[src/rtl/uart_rx_fifo2.sv]
module uart_rx_fifo2 #(
  parameter int DATA_W = 8,
  parameter int OSR    = 16
) (
  input  logic              clk,
  input  logic              rst_n,
  input  logic              tick16,
  input  logic              rx_en,
  input  logic              nine_bit,
  input  logic              rx_in,
  input  logic              rd_pop,
  input  logic              int_en,
  output logic [DATA_W-1:0] head_data,
  output logic              head_ferr,
  output logic              head_bit9,
  output logic              overrun,
  output logic              data_avail,
  output logic              irq
);

  localparam int CW  = $clog2(OSR);
  localparam int SHW = DATA_W + 1;
  localparam int BW  = $clog2(SHW + 1);
  localparam int EW  = DATA_W + 2;
  localparam logic [CW-1:0] S_A = CW'(OSR/2 - 1);
  localparam logic [CW-1:0] S_B = CW'(OSR/2);
  localparam logic [CW-1:0] S_C = CW'(OSR/2 + 1);

  typedef enum logic [1:0] {IDLE, START, DATA, STOP} st_t;

  st_t             st;
  logic            rx_s1, rx_s2, rx_last;
  logic [CW-1:0]   cnt;
  logic [BW-1:0]   bit_i;
  logic [1:0]      smp;
  logic [SHW-1:0]  sh;
  logic [EW-1:0]   slot0, slot1;
  logic [1:0]      fcnt;

  logic vote, decide, done, push, pop, ovr_set;
  logic [BW-1:0] last_bit;
  logic [EW-1:0] new_ent;

  assign vote     = (smp[0] & smp[1]) | (smp[0] & rx_s2) | (smp[1] & rx_s2);
  assign decide   = rx_en && tick16 && st != IDLE && cnt == S_C;
  assign done     = decide && st == STOP;
  assign push     = done && !overrun && fcnt != 2'd2;
  assign ovr_set  = done && !overrun && fcnt == 2'd2;
  assign pop      = rd_pop && fcnt != 2'd0;
  assign last_bit = nine_bit ? BW'(DATA_W) : BW'(DATA_W - 1);
  assign new_ent  = {nine_bit & sh[DATA_W], ~vote, sh[DATA_W-1:0]};

  assign head_data  = slot0[DATA_W-1:0];
  assign head_ferr  = slot0[DATA_W];
  assign head_bit9  = slot0[DATA_W+1];
  assign data_avail = fcnt != 2'd0;
  assign irq        = data_avail & int_en;

  always_ff @(posedge clk or negedge rst_n) begin
    if (!rst_n) begin
      rx_s1   <= 1'b1;
      rx_s2   <= 1'b1;
      rx_last <= 1'b1;
      st      <= IDLE;
      cnt     <= '0;
      bit_i   <= '0;
      smp     <= '0;
      sh      <= '0;
      overrun <= 1'b0;
    end else begin
      rx_s1 <= rx_in;
      rx_s2 <= rx_s1;
      if (!rx_en) begin
        st      <= IDLE;
        overrun <= 1'b0;
      end else begin
        if (ovr_set) overrun <= 1'b1;
        if (tick16) begin
          rx_last <= rx_s2;
          if (st == IDLE) begin
            if (rx_last && !rx_s2) begin
              st  <= START;
              cnt <= CW'(1);
            end
          end else begin
            cnt <= cnt + 1'b1;
            if (cnt == S_A) smp[0] <= rx_s2;
            if (cnt == S_B) smp[1] <= rx_s2;
            if (cnt == S_C) begin
              case (st)
                START: begin
                  st    <= vote ? IDLE : DATA;
                  bit_i <= '0;
                  sh    <= '0;
                end
                DATA: begin
                  sh[bit_i] <= vote;
                  if (bit_i == last_bit) st <= STOP;
                  else bit_i <= bit_i + 1'b1;
                end
                default: st <= IDLE;
              endcase
            end
          end
        end
      end
    end
  end

  always_ff @(posedge clk or negedge rst_n) begin
    if (!rst_n) begin
      slot0 <= '0;
      slot1 <= '0;
      fcnt  <= '0;
    end else if (push && pop) begin
      slot0 <= new_ent;
    end else if (push) begin
      if (fcnt == 2'd0) slot0 <= new_ent;
      else slot1 <= new_ent;
      fcnt <= fcnt + 1'b1;
    end else if (pop) begin
      slot0 <= slot1;
      fcnt  <= fcnt - 1'b1;
    end
  end


  fifo_depth_chk: assert property (@(posedge clk) disable iff (!rst_n)
    fcnt <= 2'd2);


  empty_after_pop_chk: assert property (@(posedge clk) disable iff (!rst_n)
    rd_pop && fcnt == 2'd1 && !done |=> !data_avail);


  overrun_sticky_chk: assert property (@(posedge clk) disable iff (!rst_n)
    overrun && rx_en |=> overrun);


  no_store_in_overrun_chk: assert property (@(posedge clk) disable iff (!rst_n)
    overrun && rx_en |=> fcnt <= $past(fcnt));


  disable_clears_chk: assert property (@(posedge clk) disable iff (!rst_n)
    !rx_en |=> !overrun && st == IDLE);


  full_keeps_count_chk: assert property (@(posedge clk) disable iff (!rst_n)
    done && fcnt == 2'd2 && !rd_pop |=> fcnt == 2'd2);

endmodule

[config.mk]
export PLATFORM = sky130hd
export DESIGN_NAME = uart_rx_fifo2
export DESIGN_NICKNAME = d
export VERILOG_FILES = /design/src/rtl/uart_rx_fifo2.sv
export SDC_FILE = /design/constraint.sdc
export NUM_CORES = 1
export LEC_CHECK = 0
export BUFFER_PORTS_ARGS = -buffer_cell sky130_fd_sc_hd__buf_2
export CAP_MARGIN = 5
export CORE_MARGIN = 2
export CORE_UTILIZATION = 30
export DETAILED_ROUTE_END_ITERATION = 10
export PLACE_DENSITY = 0.49
export SLEW_MARGIN = 10
export SYNTH_ARGS = -nofsm -noshare
export SYNTH_HDL_FRONTEND = slang
export SYNTH_SLANG_ARGS = --single-unit
[constraint.sdc]
create_clock -name clk -period 7.6 [get_ports clk]
set_clock_uncertainty 0.1 [all_clocks]
set_input_delay 0.76 -clock clk [delete_from_list [all_inputs] [get_ports clk]]
set_output_delay 0.76 -clock clk [all_outputs]
set_load 0.02 [all_outputs]
==> key figures, run 1 <==
Yosys
  – Fraction of synthesis flops using an asynchronous set or reset pin: 100%
  – Count of state elements after synthesis: 47
  – Number of synthesized flops with an enable pin: 0
  – Mean Syn Cell Area: ~11 um^2
  – Synth Instances: ~230
  – Primary flip-flop cell chosen by synthesis mapping: dfrtp_1
  – Count of unique library cells instantiated by Yosys: between 50 and 60
  – Post-Synthesis Net Count: 246
  – Total standard cell area after synthesis: about 2500 um^2
  – Syn. warnings: 0
  – Sequential area share after synthesis: a little under half

Routing
  – DRC: 0
  – DR WL/cell: roughly 13 um
  – Final WL: 4660 um
  – Post-DRT Antenna Nets: 0
  – Via count of the routed design: between 1,500 and 2,000
  – Number of DRC markers after the initial detailed-route iteration: 93
  – First drt pass iteration count: 4
  – Vias/cell: roughly 4.8

Die
  – Die X-Extent: slightly below 100 um
  – Vertical extent of the die: 96.1 um
  – Core Rows: 33
  – Core footprint: roughly 8000 um^2
  – Initial standard-cell utilization of the core: between 30 and 40%
  – Die area: around 9000 um^2
  – Ports placed on the boundary: 21

Clock network
  – CTS root buffer: clkbuf_8
  – Number of setup buffers added after CTS: 0
  – Maximum root-to-sink buffer count: 2
  – Cts bufs inserted: 5
  – Clock sink total: 47
  – Clock-pin transition on the worst setup and hold timing paths: approximately 0.10 ns
  – CTS tree: yes
  – Number of H-tree branching levels: 2
  – Post-cts resize count: 0
  – Total of hold buffers inserted after clock tree synthesis: 0
  – Worst skew pair latency: ~0.31 ns

Setup path
  – Setup Crit Path Kind: register to register
  – Worst path required time: 7.70 ns
  – Worst-path fanout max: 12
  – Reg-to-Reg Start: st[0]
  – Register-to-register setup slack: 4.57 ns
  – Arrival time at the worst endpoint: between 3 and 4 ns
  – R2R cell count: 8
  – Crit path launch type: register
  – Worst flop-to-flop path endpoint: slot1[6]
  – Category of the worst setup path capture point: register

Power and ir drop
  – Pwr per Cell Area: between 150 and 200 nW/um^2
  – Leakage power of the design: between 1 and 1.5 nW
  – Largest vdd supply drop: slightly above 0.0001 V

Cells and area
  – Fill count: 850
  – ANT cells: 0
  – Final design instance area without fill: between 2000 and 3000 um^2
  – Layout-stage area growth over the synthesis result: 13.4%
  – Net count of the finished layout: 266
  – Layout cells sized above 1: 26.3%
  – Sequential cell area: 1180 um^2
  – Multi-input gate area: approximately 1300 um^2

Worst hold path
  – Worst Hold Endpoint: rx_s2
  – Cells on Worst Hold Path: 0
  – Class of the most critical hold timing path: register to register
  – Hold wc startpoint: rx_s1

STA
  – Peak clock frequency supported by timing: 330 MHz
  – Total of endpoints with negative setup slack in the final report: 0
  – Hold violation total from the final report: 0
  – Setup TNS: 0 ns
  – Least-Margin Pin Slew: between 0.9 and 1 ns
  – Headroom to the max-slew limit: between 30% and 40%
  – Min cycle time layout: 3.03 ns
  – Ratio of final minimum period to clock period: 39.9%
  – Final number of max-transition violations: 0
  – Unrepaired setup endpoints after global routing: no

Global route
  – Largest net degree at the start of global routing: 48
  – Total global routing overflow: 0
  – Wire length of the first global-routing pass: 7970 um
  – Number of antenna violations at the first check in global routing: 0
  – Number of global-route vias before repair: approximately 1,700
  – Total track usage: 11.2%

Place
  – Final weighted congestion of routability-driven global placement: about 0.77
  – Port-buffer cells: 20
  – Placed standard-cell area: about 2700 um^2
  – Hpwl dp: 3360 um

Run
  – Number of maximum-capacitance constraint violations: 0

Outcome
  – Status: completed
-- Yosys cell counts, drive strengths merged, types with 2 or more instances --
cell | instances | share of area, %
a22o | 2 | 0.69
buf | 5 | 1.7
nand3b | 2 | 1.1
inv | 11 | 1.6
nand2b | 2 | 0.49
nand2 | 23 | 3.4
a31oi | 3 | 0.74
dfstp | 3 | 3.1
clkbuf | 4 | 0.59
nor2 | 14 | 2.1
nand4b | 4 | 2.0
mux2 | 11 | 4.9
o21ai | 13 | 2.6
a32o | 2 | 0.79
nor2b | 2 | 0.49
nand3 | 3 | 0.59
ha | 12 | 5.9
dfrtp | 44 | 43
or3 | 3 | 0.98
nor4b | 2 | 0.69
a21oi | 12 | 3.5
mux2i | 19 | 7.5
nor3b | 4 | 1.6
a221o | 2 | 0.79
or2 | 2 | 0.49
-- layout make-up --
cell class / instances / area share (%)
inverters: 11 / 1.43
clock inverters: 3 / 2.47
well taps: 105 / 4.56
clock buffers: 5 / 2.39
repair buffers: 22 / 3.99
multi-input cells: 159 / 44.3
flip-flops and latches: 47 / 40.9
-- through the flow --
step           setup WS, ns  hold WS, ns  utilization (%)  total power, mW  cells
2_1_floorplan          5.02        0.245                -            0.285    226
3_3_place_gp           4.53        0.246             33.4            0.298    344
4_1_cts                4.56        0.279             35.1            0.530    352
5_1_grt                4.40        0.291             35.1            0.543    352
3_5_place_dp           4.52        0.247             33.4            0.299    344
6_report               4.57        0.275             35.1            0.519    352
-- cell families after synthesis --
kind of cell	after synthesis	share of synthesized area [%]
AND/OR/NAND/NOR	67	16.1
AO/OA/AOI/OAI	47	14.3
flip-flops	47	46.4
multiplexers	30	12.3
buffers and inverters	20	3.89
adder cells (fa/ha/maj)	13	6.30
XOR/XNOR	2	0.689
-- metal layers --
layer	up-vias	wire, um	track usage, %
met3	5	152	2.82
met2	22	2130	18.3
met4	0	77	4.64
li1	848	-	-
met5	-	0	0
met1	810	2300	14.1
-- power by group --
| part | switching, mW | internal [mW] |
|---|---|---|
| clock | 0.0923 | 0.134 |
| sequential | 0.00636 | 0.257 |
| combinational | 0.0179 | 0.0126 |
-- how the worst max path moves through the flow --
stage,from,slack (ns),endpoint,cells past startpoint
5_1_grt,st[1],4.40,slot1[0],8
3_3_place_gp,rx_en,4.53,slot1[2],7
4_1_cts,st[0],4.56,slot1[4],8
2_1_floorplan,st[0],5.02,slot1[2],10
3_5_place_dp,rx_en,4.52,slot1[4],7
6_report,st[0],4.57,slot1[6],8
-- sequential cells by signal, indices dropped and copies added, names as in the netlist, 2 cells and up --
signal  cells
bit_i       4
cnt         4
fcnt        2
sh          9
slot0      10
slot1      10
smp         2
st          2
-- critical path: stages (launching register included) --
cell	delay [ns]
dfrtp_1	0.42
inv_1	0.09
ha_1	0.30
nand4b_4	0.29
a2111oi_4	0.86
ha_1	0.32
or2b_1	0.15
nor4_4	0.09
mux2_2	0.30
-- layout by cell type, fill, tap and decap left out, drive strengths merged, types with 3 or more instances in the layout --
cell and n:
nor3b 4, dfstp 3, o21ai 13, nor2 14, mux2 11, a21oi 12, ha 12, buf 22
nand3 3, a31oi 3, or3 3, nand4b 4, inv 12, clkbuf 5, mux2i 19, dfrtp 44
nand2 23
No activity file was read; power rests on OpenSTA's default activity.
==> inputs of run 2 (changes only) <==
clock period = 3.1 ns   (was 7.6 ns; I/O delays follow)
==> key figures, run 2 (synthesis gave the netlist of run 1 again) <==
Die
  – Core Rows: 33
  – Die area: 9230 um^2
  – Core footprint: 8220 um^2
  – Vertical extent of the die: 96.1 um
  – Ports placed on the boundary: 21
  – Die X-Extent: approximately 96 um
  – Initial standard-cell utilization of the core: 31.0%

Setup path
  – Reg-to-Reg Start: st[0]
  – Worst flop-to-flop path endpoint: slot1[0]
  – Crit path launch type: register
  – Worst-path fanout max: 12
  – Setup Crit Path Kind: register to register
  – Slowest CP cell: dfrtp_1
  – Bufs and invs on worst path: 2
  – Worst path required time: 3.18 ns
  – Cell repeated most along the worst path: ha_1
  – Category of the worst setup path capture point: register
  – Arrival time at the worst endpoint: about 2.6 ns
  – Critical Path Max Stage Delay: between 0.4 and 0.5 ns
  – Top Family by Delay on Critical Path: simple AND/OR/NAND/NOR gates
  – R2R cell count: 9
  – Worst-path cell chain: inv_1, ha_1, nand4b_4, a2111oi_4, ha_1, or2b_1, nor4_4, buf_4, mux2_2
  – Register-to-register setup slack: ~0.56 ns

Cells and area
  – Registers with the most flip-flops: slot0 x10, slot1 x10, sh x9
  – Layout cells sized above 1: ~27%
  – Final cell utilization of the core: ~35%
  – Layout-stage area growth over the synthesis result: 14.2%
  – Count of non-filler cells in the finished layout: approximately 360
  – Commonest non-fill, non-tap cells in the layout: 44 x dfrtp_1, 23 x nand2_1, 20 x buf_2
  – Most common library cell in the layout ignoring fill and taps: dfrtp_1
  – Net count of the finished layout: ~270
  – ANT cells: 0

Global route
  – Number of antenna violations at the first check in global routing: 0
  – Number of global-route vias before repair: approximately 1,700
  – Total global routing overflow: 0
  – Total track usage: 11.6%
  – Wire length of the first global-routing pass: between 8000 and 9000 um
  – Largest net degree at the start of global routing: 35

Clock network
  – Clock sink total: 47
  – CTS root buffer: clkbuf_8
  – Total of hold buffers inserted after clock tree synthesis: 0
  – Clock-pin transition on the worst setup and hold timing paths: 0.09 ns
  – Number of H-tree branching levels: 2
  – Post-cts resize count: 0
  – CTS tree: yes
  – Cts bufs inserted: 5
  – Maximum root-to-sink buffer count: 2
  – Number of setup buffers added after CTS: 0
  – Worst skew pair latency: about 0.3 ns

STA
  – Setup TNS: 0 ns
  – Least-Margin Pin Slew: ~0.78 ns
  – Min cycle time layout: 2.54 ns
  – Total of endpoints with negative setup slack in the final report: 0
  – Ratio of final minimum period to clock period: 82.0%
  – Hold violation total from the final report: 31
  – Peak clock frequency supported by timing: 393 MHz
  – Final number of max-transition violations: 0
  – Unrepaired setup endpoints after global routing: no
  – Minimum hold slack: -0.0228 ns
  – Headroom to the max-slew limit: 47.7%

Power and ir drop
  – Largest vdd supply drop: around 0.00018 V
  – Overall power consumption: 1.26 mW
  – Leakage power of the design: approximately 1.3 nW
  – Pwr per Cell Area: between 400 and 500 nW/um^2

Routing
  – Post-DRT Antenna Nets: 0
  – DR WL/cell: between 10 and 15 um
  – Via count of the routed design: 1,690
  – Number of DRC markers after the initial detailed-route iteration: 85
  – Final WL: between 4000 and 5000 um
  – DRC: 0
  – First drt pass iteration count: 4
  – Vias/cell: 4.76

Place
  – Hpwl dp: between 3000 and 4000 um
  – Final weighted congestion of routability-driven global placement: 0.720
  – Placed cell count: approximately 350
  – Port-buffer cells: 20

Run
  – Number of maximum-capacitance constraint violations: 0

Worst hold path
  – Class of the most critical hold timing path: input pin to asynchronous set/reset pin

Outcome
  – Violations in the final reports: hold timing
  – Status: complete, but fails checks
[run 2: cell count changes in the layout (fill, tap and decap cells not counted)]
cell           before  now
clkinvlp_4          0    1
buf_4               2    4
dlygate4sd3_1       0    1
inv_8               1    0
[run 2: through the flow]
step	hold WS [ns]	cell area (um^2)	worst slack, ns
floorplan	-0.0856	2540	0.523
global placement	0.246	2760	0.596
finish	-0.0228	2910	0.558
global route	0.0521	2910	0.353
CTS	0.00375	2900	0.546
detailed placement	0.249	2760	0.533
[run 2: how the worst max path moves through the flow]
stage | start | cells after the start | end | slack, ns
global placement | st[0] | 9 | slot1[2] | 0.60
CTS | st[0] | 9 | slot1[4] | 0.55
global route | st[1] | 9 | slot1[2] | 0.35
floorplan | st[0] | 10 | slot1[2] | 0.52
detailed placement | st[0] | 9 | slot1[4] | 0.53
finish | st[0] | 9 | slot1[0] | 0.56
[run 2: worst reg2reg max path, stage by stage, from the launching register on]
cell and delay, ns:
dfrtp_1 0.42, inv_1 0.09, ha_1 0.30, nand4b_4 0.26, a2111oi_4 0.07, ha_1 0.23
or2b_1 0.26, nor4_4 0.12, buf_4 0.22, mux2_2 0.34
[run 2: area by class of cell]
| class | instances | area [um^2] |
|---|---|---|
| fill | 819 | 5310 |
| multi-input combinational | 159 | 1280 |
| sequential | 47 | 1180 |
| timing repair buffer | 25 | 140 |
| tap | 105 | 131 |
| clock buffer | 5 | 68.8 |
| clock inverter | 3 | 67.6 |
| inverter | 11 | 41.3 |
[run 2: metal layers]
layer	vias to the layer above	global-route usage (%)	wire (um)
li1	851	-	-
met1	805	15.6	2330
met2	29	18.8	2070
met3	5	2.58	162
met4	0	3.21	58
met5	-	0	0
[run 2: where the power goes]
part / internal, mW / switching, mW
Clock: 0.322 / 0.218
Combinational: 0.0317 / 0.0444
Sequential: 0.629 / 0.0139
Total: 0.982 / 0.276
